## config.mk

```make
export PLATFORM = sky130hd
export DESIGN_NAME = dma_seq_top
export DESIGN_NICKNAME = d
export VERILOG_FILES = /design/src/rtl/dma_seq_pkg.sv /design/src/rtl/dma_seq_dp.sv /design/src/rtl/dma_seq_ctrl.sv /design/src/rtl/dma_seq_top.sv
export SDC_FILE = /design/constraint.sdc
export NUM_CORES = 1
export LEC_CHECK = 0
export ABC_AREA = 1
export BUFFER_PORTS_ARGS = -buffer_cell sky130_fd_sc_hd__buf_2
export CAP_MARGIN = 0
export CORE_MARGIN = 2
export CORE_UTILIZATION = 45
export DETAILED_ROUTE_END_ITERATION = 8
export GPL_ROUTABILITY_DRIVEN = 0
export PLACE_DENSITY = 0.67
export SLEW_MARGIN = 20
export SYNTH_ARGS = -nofsm -noshare
export SYNTH_HDL_FRONTEND = slang
export SYNTH_SLANG_ARGS = --single-unit
```

## constraint.sdc

```tcl
create_clock -name clk -period 3.14 [get_ports clk]
set_input_delay 0.628 -clock clk [delete_from_list [all_inputs] [get_ports clk]]
set_output_delay 0.628 -clock clk [all_outputs]
set_load 0.01 [all_outputs]
```

## src/rtl/dma_seq_pkg.sv

```systemverilog
package dma_seq_pkg;
  localparam int ADDR_W      = 32;
  localparam int WORD_W      = 32;
  localparam int LEN_W       = 16;
  localparam int STATUS_W    = 8;
  localparam int DESC_BYTES  = 16;
  localparam int FETCH_WORDS = 3;
  localparam int IDX_W       = $clog2(FETCH_WORDS);
  localparam int DEP_OFS     = 8;
  localparam int WB_OFS      = 12;

  localparam int ST_RUN    = 0;
  localparam int ST_ACTIVE = 1;
  localparam int ST_DEAD   = 2;
  localparam int ST_FLUSH  = 3;
  localparam int ST_COND   = 4;

  localparam logic [3:0] OP_OUT_MORE = 4'd0;
  localparam logic [3:0] OP_OUT_LAST = 4'd1;
  localparam logic [3:0] OP_IN_MORE  = 4'd2;
  localparam logic [3:0] OP_IN_LAST  = 4'd3;
  localparam logic [3:0] OP_STORE    = 4'd4;
  localparam logic [3:0] OP_LOAD     = 4'd5;
  localparam logic [3:0] OP_NOP      = 4'd6;
  localparam logic [3:0] OP_STOP     = 4'd7;

  localparam logic [2:0] KEY_LAST_STREAM = 3'd3;
  localparam logic [2:0] KEY_SYS         = 3'd6;

  typedef enum logic [2:0] {MS_FETCH, MS_OPND, MS_DEP, MS_WB, MS_STORE} memSel_t;

  typedef enum logic [3:0] {
    S_IDLE, S_FETCH, S_DECODE, S_XFER, S_LDRD, S_LDWR, S_STWR, S_WAIT, S_WB, S_FIN
  } seqState_t;

  typedef struct packed {
    logic             capture;
    logic [IDX_W-1:0] capIdx;
    logic             startXfer;
    logic             kill;
    logic             stop;
    logic             writeDone;
    logic             advance;
    logic             branch;
    logic [IDX_W-1:0] fetchIdx;
    memSel_t          memSel;
  } strobes_t;

  function automatic logic condMet(input logic [1:0] sel, input logic flag);
    case (sel)
      2'd0:    return 1'b0;
      2'd1:    return flag;
      2'd2:    return !flag;
      default: return 1'b1;
    endcase
  endfunction
endpackage

```

## src/rtl/dma_seq_dp.sv

```systemverilog
module dma_seq_dp
  import dma_seq_pkg::*;
(
  input  logic                clk,
  input  logic                rstN,
  input  strobes_t            st,
  input  logic                ctrlWe,
  input  logic [STATUS_W-1:0] ctrlMask,
  input  logic [STATUS_W-1:0] ctrlVal,
  input  logic                ptrWe,
  input  logic [ADDR_W-1:0]   ptrVal,
  input  logic [WORD_W-1:0]   memRdata,
  input  logic                devChunk,
  input  logic [LEN_W-1:0]    devChunkLen,
  output logic [STATUS_W-1:0] status,
  output logic [ADDR_W-1:0]   cmdPtr,
  output logic [WORD_W-1:0]   cmdWord,
  output logic [ADDR_W-1:0]   opAddr,
  output logic [ADDR_W-1:0]   memAddr,
  output logic [WORD_W-1:0]   memWdata,
  output logic [ADDR_W-1:0]   devAddr,
  output logic [LEN_W-1:0]    devLen
);
  localparam int PAD_W = WORD_W - STATUS_W - LEN_W;

  logic [WORD_W-1:0]   descQ [FETCH_WORDS];
  logic [STATUS_W-1:0] statusQ, statusD;
  logic [ADDR_W-1:0]   cmdPtrQ;
  logic [ADDR_W-1:0]   xferAddrQ;
  logic [LEN_W-1:0]    xferLenQ;

  always_ff @(posedge clk or negedge rstN) begin
    if (!rstN) begin
      for (int w = 0; w < FETCH_WORDS; w++) descQ[w] <= '0;
    end else if (st.capture) begin
      for (int w = 0; w < FETCH_WORDS; w++)
        if (int'(st.capIdx) == w) descQ[w] <= memRdata;
    end
  end

  always_ff @(posedge clk or negedge rstN) begin
    if (!rstN) begin
      xferAddrQ <= '0;
      xferLenQ  <= '0;
    end else if (st.startXfer) begin
      xferAddrQ <= descQ[1];
      xferLenQ  <= descQ[0][WORD_W-1 -: LEN_W];
    end else if (st.capture && st.capIdx == '0) begin
      xferLenQ  <= '0;
    end else if (devChunk) begin
      xferAddrQ <= xferAddrQ + ADDR_W'(devChunkLen);
      xferLenQ  <= (devChunkLen >= xferLenQ) ? '0 : xferLenQ - devChunkLen;
    end
  end

  always_comb begin
    statusD = statusQ;
    if (st.kill) begin
      statusD[ST_DEAD]   = 1'b1;
      statusD[ST_ACTIVE] = 1'b0;
    end
    if (st.stop) begin
      statusD[ST_ACTIVE] = 1'b0;
      statusD[ST_DEAD]   = 1'b0;
      statusD[ST_FLUSH]  = 1'b0;
    end
    if (st.writeDone) statusD[ST_FLUSH] = 1'b0;
    if (ctrlWe) statusD = (statusD & ~ctrlMask) | (ctrlVal & ctrlMask);
  end

  always_ff @(posedge clk or negedge rstN) begin
    if (!rstN) begin
      statusQ <= '0;
      cmdPtrQ <= '0;
    end else begin
      statusQ <= statusD;
      if (ptrWe)           cmdPtrQ <= ptrVal;
      else if (st.advance) cmdPtrQ <= st.branch ? descQ[2] : cmdPtrQ + ADDR_W'(DESC_BYTES);
    end
  end

  always_comb begin
    memWdata = '0;
    case (st.memSel)
      MS_FETCH: memAddr = cmdPtrQ + ADDR_W'({st.fetchIdx, 2'b00});
      MS_OPND:  memAddr = descQ[1];
      MS_DEP: begin
        memAddr  = cmdPtrQ + ADDR_W'(DEP_OFS);
        memWdata = descQ[2];
      end
      MS_WB: begin
        memAddr  = cmdPtrQ + ADDR_W'(WB_OFS);
        memWdata = {{PAD_W{1'b0}}, statusQ, xferLenQ};
      end
      MS_STORE: begin
        memAddr  = descQ[1];
        memWdata = descQ[2];
      end
      default:  memAddr = cmdPtrQ;
    endcase
  end

  assign status  = statusQ;
  assign cmdPtr  = cmdPtrQ;
  assign cmdWord = descQ[0];
  assign opAddr  = descQ[1];
  assign devAddr = xferAddrQ;
  assign devLen  = xferLenQ;
endmodule

```

## src/rtl/dma_seq_ctrl.sv

```systemverilog
module dma_seq_ctrl
  import dma_seq_pkg::*;
(
  input  logic                clk,
  input  logic                rstN,
  input  logic [STATUS_W-1:0] status,
  input  logic [WORD_W-1:0]   cmdWord,
  input  logic [ADDR_W-1:0]   opAddr,
  input  logic                memAck,
  input  logic                devDone,
  output strobes_t            st,
  output logic                memReq,
  output logic                memWe,
  output logic                devStart,
  output logic                devBusy,
  output logic                devIsOut,
  output logic                devIsLast,
  output logic                irq
);
  seqState_t        stateQ, stateD;
  logic [IDX_W-1:0] fetchCntQ, fetchCntD;

  logic [3:0] op;
  logic [2:0] key;
  logic [1:0] intSel, brSel, waitSel;
  logic       isXfer, isLdSt, flag;
  logic       unusedOk;

  assign op       = cmdWord[15:12];
  assign key      = cmdWord[10:8];
  assign intSel   = cmdWord[5:4];
  assign brSel    = cmdWord[3:2];
  assign waitSel  = cmdWord[1:0];
  assign isXfer   = (op <= OP_IN_LAST);
  assign isLdSt   = (op == OP_LOAD) || (op == OP_STORE);
  assign flag     = status[ST_COND];
  assign unusedOk = ^{cmdWord[WORD_W-1:16], cmdWord[11], cmdWord[7:6], status[STATUS_W-1:5], status[3:2]};

  assign devIsOut  = isXfer && (op[1] == 1'b0);
  assign devIsLast = isXfer && op[0];

  always_comb begin
    st        = '0;
    stateD    = stateQ;
    fetchCntD = fetchCntQ;
    memReq    = 1'b0;
    memWe     = 1'b0;
    devStart  = 1'b0;
    devBusy   = 1'b0;
    irq       = 1'b0;
    case (stateQ)
      S_IDLE:
        if (status[ST_RUN] && status[ST_ACTIVE]) begin
          stateD    = S_FETCH;
          fetchCntD = '0;
        end
      S_FETCH: begin
        memReq      = 1'b1;
        st.memSel   = MS_FETCH;
        st.fetchIdx = fetchCntQ;
        if (memAck) begin
          st.capture = 1'b1;
          st.capIdx  = fetchCntQ;
          if (int'(fetchCntQ) == FETCH_WORDS - 1) stateD = S_DECODE;
          else fetchCntD = fetchCntQ + 1'b1;
        end
      end
      S_DECODE: begin
        if (op == OP_NOP) begin
          stateD = S_WAIT;
        end else if (op == OP_STOP) begin
          st.stop = 1'b1;
          stateD  = S_IDLE;
        end else if (isXfer) begin
          if (key > KEY_LAST_STREAM || opAddr == '0) begin
            st.kill = 1'b1;
            stateD  = S_IDLE;
          end else begin
            st.startXfer = 1'b1;
            devStart     = 1'b1;
            stateD       = S_XFER;
          end
        end else if (isLdSt && key == KEY_SYS) begin
          stateD = (op == OP_LOAD) ? S_LDRD : S_STWR;
        end else begin
          st.kill = 1'b1;
          stateD  = S_IDLE;
        end
      end
      S_XFER: begin
        devBusy = 1'b1;
        if (devDone) stateD = S_WAIT;
      end
      S_LDRD: begin
        memReq    = 1'b1;
        st.memSel = MS_OPND;
        if (memAck) begin
          st.capture = 1'b1;
          st.capIdx  = IDX_W'(2);
          stateD     = S_LDWR;
        end
      end
      S_LDWR: begin
        memReq    = 1'b1;
        memWe     = 1'b1;
        st.memSel = MS_DEP;
        if (memAck) stateD = S_WAIT;
      end
      S_STWR: begin
        memReq    = 1'b1;
        memWe     = 1'b1;
        st.memSel = MS_STORE;
        if (memAck) stateD = S_WAIT;
      end
      S_WAIT:
        if (!condMet(waitSel, flag)) stateD = S_WB;
      S_WB: begin
        memReq    = 1'b1;
        memWe     = 1'b1;
        st.memSel = MS_WB;
        if (memAck) begin
          st.writeDone = 1'b1;
          stateD       = S_FIN;
        end
      end
      S_FIN: begin
        irq        = condMet(intSel, flag);
        st.advance = 1'b1;
        st.branch  = !isLdSt && condMet(brSel, flag);
        stateD     = S_IDLE;
      end
      default: stateD = S_IDLE;
    endcase
  end

  always_ff @(posedge clk or negedge rstN) begin
    if (!rstN) begin
      stateQ    <= S_IDLE;
      fetchCntQ <= '0;
    end else begin
      stateQ    <= stateD;
      fetchCntQ <= fetchCntD;
    end
  end
endmodule

```

## src/rtl/dma_seq_top.sv

```systemverilog
module dma_seq_top
  import dma_seq_pkg::*;
(
  input  logic                clk,
  input  logic                rstN,
  input  logic                ctrlWe,
  input  logic [STATUS_W-1:0] ctrlMask,
  input  logic [STATUS_W-1:0] ctrlVal,
  input  logic                ptrWe,
  input  logic [ADDR_W-1:0]   ptrVal,
  output logic [STATUS_W-1:0] status,
  output logic [ADDR_W-1:0]   cmdPtr,
  output logic                memReq,
  output logic                memWe,
  output logic [ADDR_W-1:0]   memAddr,
  output logic [WORD_W-1:0]   memWdata,
  input  logic [WORD_W-1:0]   memRdata,
  input  logic                memAck,
  output logic                devStart,
  output logic                devBusy,
  output logic                devIsOut,
  output logic                devIsLast,
  output logic [ADDR_W-1:0]   devAddr,
  output logic [LEN_W-1:0]    devLen,
  input  logic                devChunk,
  input  logic [LEN_W-1:0]    devChunkLen,
  input  logic                devDone,
  output logic                irq
);
  strobes_t          st;
  logic [WORD_W-1:0] cmdWord;
  logic [ADDR_W-1:0] opAddr;

  dma_seq_ctrl u_ctrl (
    .clk(clk), .rstN(rstN), .status(status), .cmdWord(cmdWord), .opAddr(opAddr),
    .memAck(memAck), .devDone(devDone), .st(st), .memReq(memReq), .memWe(memWe),
    .devStart(devStart), .devBusy(devBusy), .devIsOut(devIsOut),
    .devIsLast(devIsLast), .irq(irq)
  );

  dma_seq_dp u_dp (
    .clk(clk), .rstN(rstN), .st(st), .ctrlWe(ctrlWe), .ctrlMask(ctrlMask),
    .ctrlVal(ctrlVal), .ptrWe(ptrWe), .ptrVal(ptrVal), .memRdata(memRdata),
    .devChunk(devChunk), .devChunkLen(devChunkLen), .status(status),
    .cmdPtr(cmdPtr), .cmdWord(cmdWord), .opAddr(opAddr), .memAddr(memAddr),
    .memWdata(memWdata), .devAddr(devAddr), .devLen(devLen)
  );
endmodule

```

## Word level (Yosys, flattened, before mapping)

Index checks and enable logic that the tools add are counted.

| cells by class | value |
|---|---|
| $add $sub $neg | 7 |
| order comparisons | 3 |
| eq/ne operators | 37 |
| mux-type cells | 64 |
| bitwise logic cells | 5 |
| reduce and logical (&&, ||, !) cells | 33 |

Operators by type and width:

| cell | count |
|---|---|
| $mux 32 | 6 |
| $pmux 32 s4 | 1 |
| $add 32x4->32 const B | 2 |
| $mux 16 | 4 |
| $pmux 32 s2 | 1 |
| $mux 4 | 13 |
| $add 32x16->32 | 1 |
| $add 32x4->32 | 1 |
| $add 32x5->32 const B | 1 |
| $eq 4x3->1 const B | 8 |
| $logic_not 32->1 | 1 |
| $pmux 4 s8 | 1 |
| $mux 1 | 18 |
| $mux 2 | 9 |
| $and 8x8->8 | 2 |
| $ge 16x16->1 | 1 |
| $sub 16x16->16 | 1 |
| $mux 3 | 5 |
| $ne 2x2->1 const B | 7 |
| $eq 2x2->1 const B | 6 |
| $pmux 3 s4 | 1 |
| $logic_not 2->1 | 5 |
| $pmux 1 s3 | 3 |
| $eq 4x2->1 const B | 2 |
| 28 further kinds | 49 |

| word-level totals | value |
|---|---|
| flip-flop bits (word level) | 190 |
| bits of input ports | 103 |
| output and inout bits | 159 |
| logic and storage cells | 159 |

## Logic depth before layout (Yosys ltp)

| depth | value |
|---|---|
| depth in word-level cells | 14 |
| gate-level depth with buffers | 15 |

## Modules after synthesis

Synthesis repeated with hierarchy kept, for this count alone.

| second synthesis, totals | value |
|---|---|
| cell total of the unflattened synthesis | 2173 |
| area, all modules | 14377.5 um2 |

Modules (own cells, without submodules):

| module | times used | cells an instance | area an instance (um2) |
|---|---|---|---|
| dma_seq_dp | 1 | 2008 | 13491.7 |
| dma_seq_ctrl | 1 | 165 | 885.8 |

## Least setup slack after synthesis

No wires, ideal clock.

| timing | value |
|---|---|
| kind | reg-to-output |
| start point | register u_ctrl.stateQ[0] |
| end point | output memAddr[4] |
| arrival | 2.334 ns |
| data required time | 2.512 ns |
| setup slack | 0.178 ns |
| cell stages (with the launch flop) | 11 |
| buffers on the path | 2 |
| path through | dfrtp_1 > nor2_1 > nand2_1 > clkbuf_1 > o21ai_0 > ha_1 > inv_1 > fa_1 > clkbuf_1 > xor2_1 > o221ai_1 |

| on the way | value |
|---|---|
| longest elaborated chain between the ends | 5 |
| elaborated cells between the ends (all ways) | 15 |
| those cells by class | add/sub: 1; eq/ne: 9; mux: 3; reduce/logical: 2 |

Ends and longest elaborated chain:

| what | line | RTL |
|---|---|---|
| from (decl) | dma_seq_ctrl.sv:20 | `seqState_t stateQ, stateD;` |
| from (signal assigned) | dma_seq_ctrl.sv:141 | `stateQ <= stateD;` |
| branches (longest 4 deep; another with $add 32x4->32) | -- |  |
| $pmux 32 s4 (*) | dma_seq_dp.sv:84 | `case (st.memSel)` |
| to (decl) | dma_seq_top.sv:15 | `output logic [ADDR_W-1:0] memAddr,` |

Mark *: on every way between the ends.

## Worst setup path in the final report

| timing | value |
|---|---|
| start point | register u_ctrl.stateQ[2] |
| end point | output memAddr[24] |

Same word-level chain as after synthesis.

==> impl_metrics.ini <==
[detailed_routing]
ant_nets = 0
viasPerCell = 5.65
remaining_drc_errors = 0
drt-initial-drc-count = 1725
via_count = 15700
drt-wirelength-per-cell_um = 19.6
drtPass1Iterations = 6
routed_wl_mm = 54.5

[pwr]
power_leakage_nw = 8.78
seq_power_share = 0.303
clock_power_share = 0.153
p_int_w = 0.00728
p_sw_w = 0.00738
p_sw_frac = 0.503
p_per_area_nw_per_um2 = 869
vdd_drop_max_mv = 0.445
p_comb_frac = 0.544
power_w = 0.0147

[die]
fp.dieArea_um2 = 32100
io_pins = 262
core.rowCount = 64
die_x_um = 179
start_util = 0.454
die_h_um = 179
core_area_um2 = 30400

[sta]
relSlewSlack = 0.487
hold_violations = 0
layout_min_cycle_time_ns = 3.43
skew_ns = 0.0192
finalCritPeriodShare = 1.09
worstMarginPinSlew_ns = 0.761
maxSlewViolCount = 0
fmax_mhz = 292
rsz0062_at_grt = true
finalSetupViolCount = 27
finalWorstSetupSlack_ns = -0.288

[placement]
dp_hpwl_mm = 42.0
io_buffers = 261
post_dp_cell_area_um2 = 15700

[finish]
seqCellArea_um2 = 4690
drive_above_1_share = 0.219
fillers = 2995
multiInputGateArea_um2 = 7920
design_area_um2 = 16900
area_growth_pct = 22.2
nets = 2510

[clock_tree]
cts_made_buffers = 17
cts-root-buf = clkbuf_16
htree_num_levels = 4
clock-sinks = 187
clk_path_buf_depth = 2
clk_pin_slew_ns = 0.09
cts_tree = done
clock_latency_ns = 0.45

[setup_path]
crit_slowest_cell = fa_2
critPathTopFamily = buffers and inverters
startpoint = u_ctrl.stateQ[2]
worst_ep_required_time_ns = 2.51
path_cells = buf_4 > nor2_4 > nand2_2 > o21ai_4 > ha_2 > inv_2 > fa_2 > buf_4 > buf_4 > o21ai_2 > o211ai_1 > o211ai_1 > buf_2
cp-end-kind = primary output
cp_num_buf_inv = 5
arrival_ns = 2.80
regToRegEndpoint = u_dp.descQ[3]
reg2reg_from = u_ctrl.stateQ[1]
worstPathMaxFanout = 7
cp_common_cell = buf_4
slowest_delay_ns = 0.41
reg2reg_depth = 11
crit_type = reg2out
critPathLaunchType = register
r2r_slack_ns = 0.69

[synthesis]
synth_edf_count = 0
netlist_instances = 2078
netlist_top_cells_count = 615 x nand2_1, 292 x inv_1, 204 x nor2_1
syn_avg_cell_area_um2 = 6.65
synth_warnings = 0
synth-seq-cells = 187
yosysSeqAreaShare = 0.339
syn_nets = 2221
netlist.area_leader.share = 0.339
synth_area_leaders = dfrtp_1 34%, nand2_1 17%, inv_1 7.9%
yosysTopAreaCell = dfrtp_1
yosys.cell_count.top_type = nand2_1
synth.distinct_cells = 52
synth_area_um2 = 13800
ys.flop_type = dfrtp_1
async_reset_ff_frac = 1.00

[grt]
grt_max_degree = 66
overflow = 0
grt_pass1_wl_mm = 80.9
grt_use_total = 0.334
grt_pass1_vias = 14500
grt_antenna_before_repair = 1

[status]
failed_checks = setup timing
status = finished with violations

[flow_run]
cap_violations = 0

[worst_hold_path]
hold_class = in2async
## registers in the layout, indices dropped and copies added, names as in the netlist, named ones only
register and cells:
u_ctrl.stateQ 4, u_dp.devAddr 32, u_dp.descQ 32, u_dp.cmdWord 29, u_ctrl.fetchCntQ 2, u_dp.opAddr 32
u_dp.cmdPtr 32, u_dp.devLen 16, u_dp.status 3
## per-layer routing
metal / vias to the layer above / track usage / wire length (um)
met1: 7313 / 0.448 / 21600
met2: 947 / 0.515 / 24000
li1: 7274 / - / -
met3: 167 / 0.0785 / 6130
met5: - / 0 / 13
met4: 2 / 0.147 / 2720
## kinds of logic after synthesis
kind of cell / count (synthesis) / synth area share
adder cells (fa/ha/maj): 40 / 0.0379
buffers and inverters: 378 / 0.109
AO/OA/AOI/OAI: 379 / 0.166
XOR/XNOR: 40 / 0.0254
flip-flops: 187 / 0.339
AND/OR/NAND/NOR: 1054 / 0.323
## area by class of cell
cell class                      instances  area share
Timing Repair inverter                  1    0.000445
Inverter                              306      0.0690
Clock inverter                         14      0.0102
Timing Repair Buffer                  341       0.119
Antenna cell                            1    0.000148
Tap cell                              396      0.0294
Multi-Input combinational cell       1513       0.469
Clock buffer                           18      0.0254
Sequential cell                       187       0.278
## through the flow
step | hold WS [ns] | util | setup TNS (ns) | instances | worst slack, ns
detailed placement | 0.473 | 0.517 | -0.672 | 2720 | -0.167
floorplan | 0.332 | - | 0 | 2078 | 0.178
global placement | 0.466 | 0.517 | -0.0905 | 2720 | -0.0356
finish | 0.171 | 0.555 | -3.84 | 2777 | -0.288
CTS | 0.184 | 0.549 | -3.44 | 2769 | -0.304
global route | 0.199 | 0.555 | -6.80 | 2776 | -0.412
## power groups by stage
stage / combinational, W / clock, W / sequential (W)
floorplan: 0.00484 / 0 / 0.00420
global placement: 0.00733 / 0 / 0.00441
detailed placement: 0.00745 / 0 / 0.00442
CTS: 0.00775 / 0.00225 / 0.00439
global route: 0.00878 / 0.00233 / 0.00452
finish: 0.00798 / 0.00224 / 0.00445
## worst register-to-register path: cells and delay by family, from the launching register on
| family | cells | cell delay [ns] |
|---|---|---|
| buffers and inverters | 6 | 1.02 |
| AOI/OAI and AO/OA | 2 | 0.61 |
| and+or+nand+nor | 3 | 0.33 |
| DFF | 1 | 0.40 |
## cells in the final DEF, fill, tap and decap left out, drive strengths merged, types with 6 or more instances in the layout
cell type	instances
o211ai	33
nand2	634
nor3	20
a21oi	80
inv	310
o21ai	204
nor2	216
dfrtp	187
clkbuf	19
a32o	8
ha	37
nand4	20
xor2	35
o221ai	14
buf	340
nand3b	6
o22ai	23
nand3	147
clkinv	8
## worst max path at each step
stage                        endpoint  slack (ns)  depth (start not counted)
after floorplan            memAddr[4]        0.18                         10
after global placement    memAddr[24]       -0.04                         13
after detailed placement  memAddr[24]       -0.17                         13
after CTS                 memAddr[12]       -0.30                         14
after global routing      memAddr[12]       -0.41                         14
final                     memAddr[24]       -0.29                         13
## what timing repair did
| item | 4_1_cts | 5_1_grt |
|---|---|---|
| hold buffers | 0 | 0 |
| cloned | 1 | 0 |
| setup buffers | 16 | 7 |
| pin swaps | 25 | 16 |
| endpoints found under the setup margin | 45 | 35 |
| resized for setup | 80 | 33 |
(Power assumes the default switching activity.)
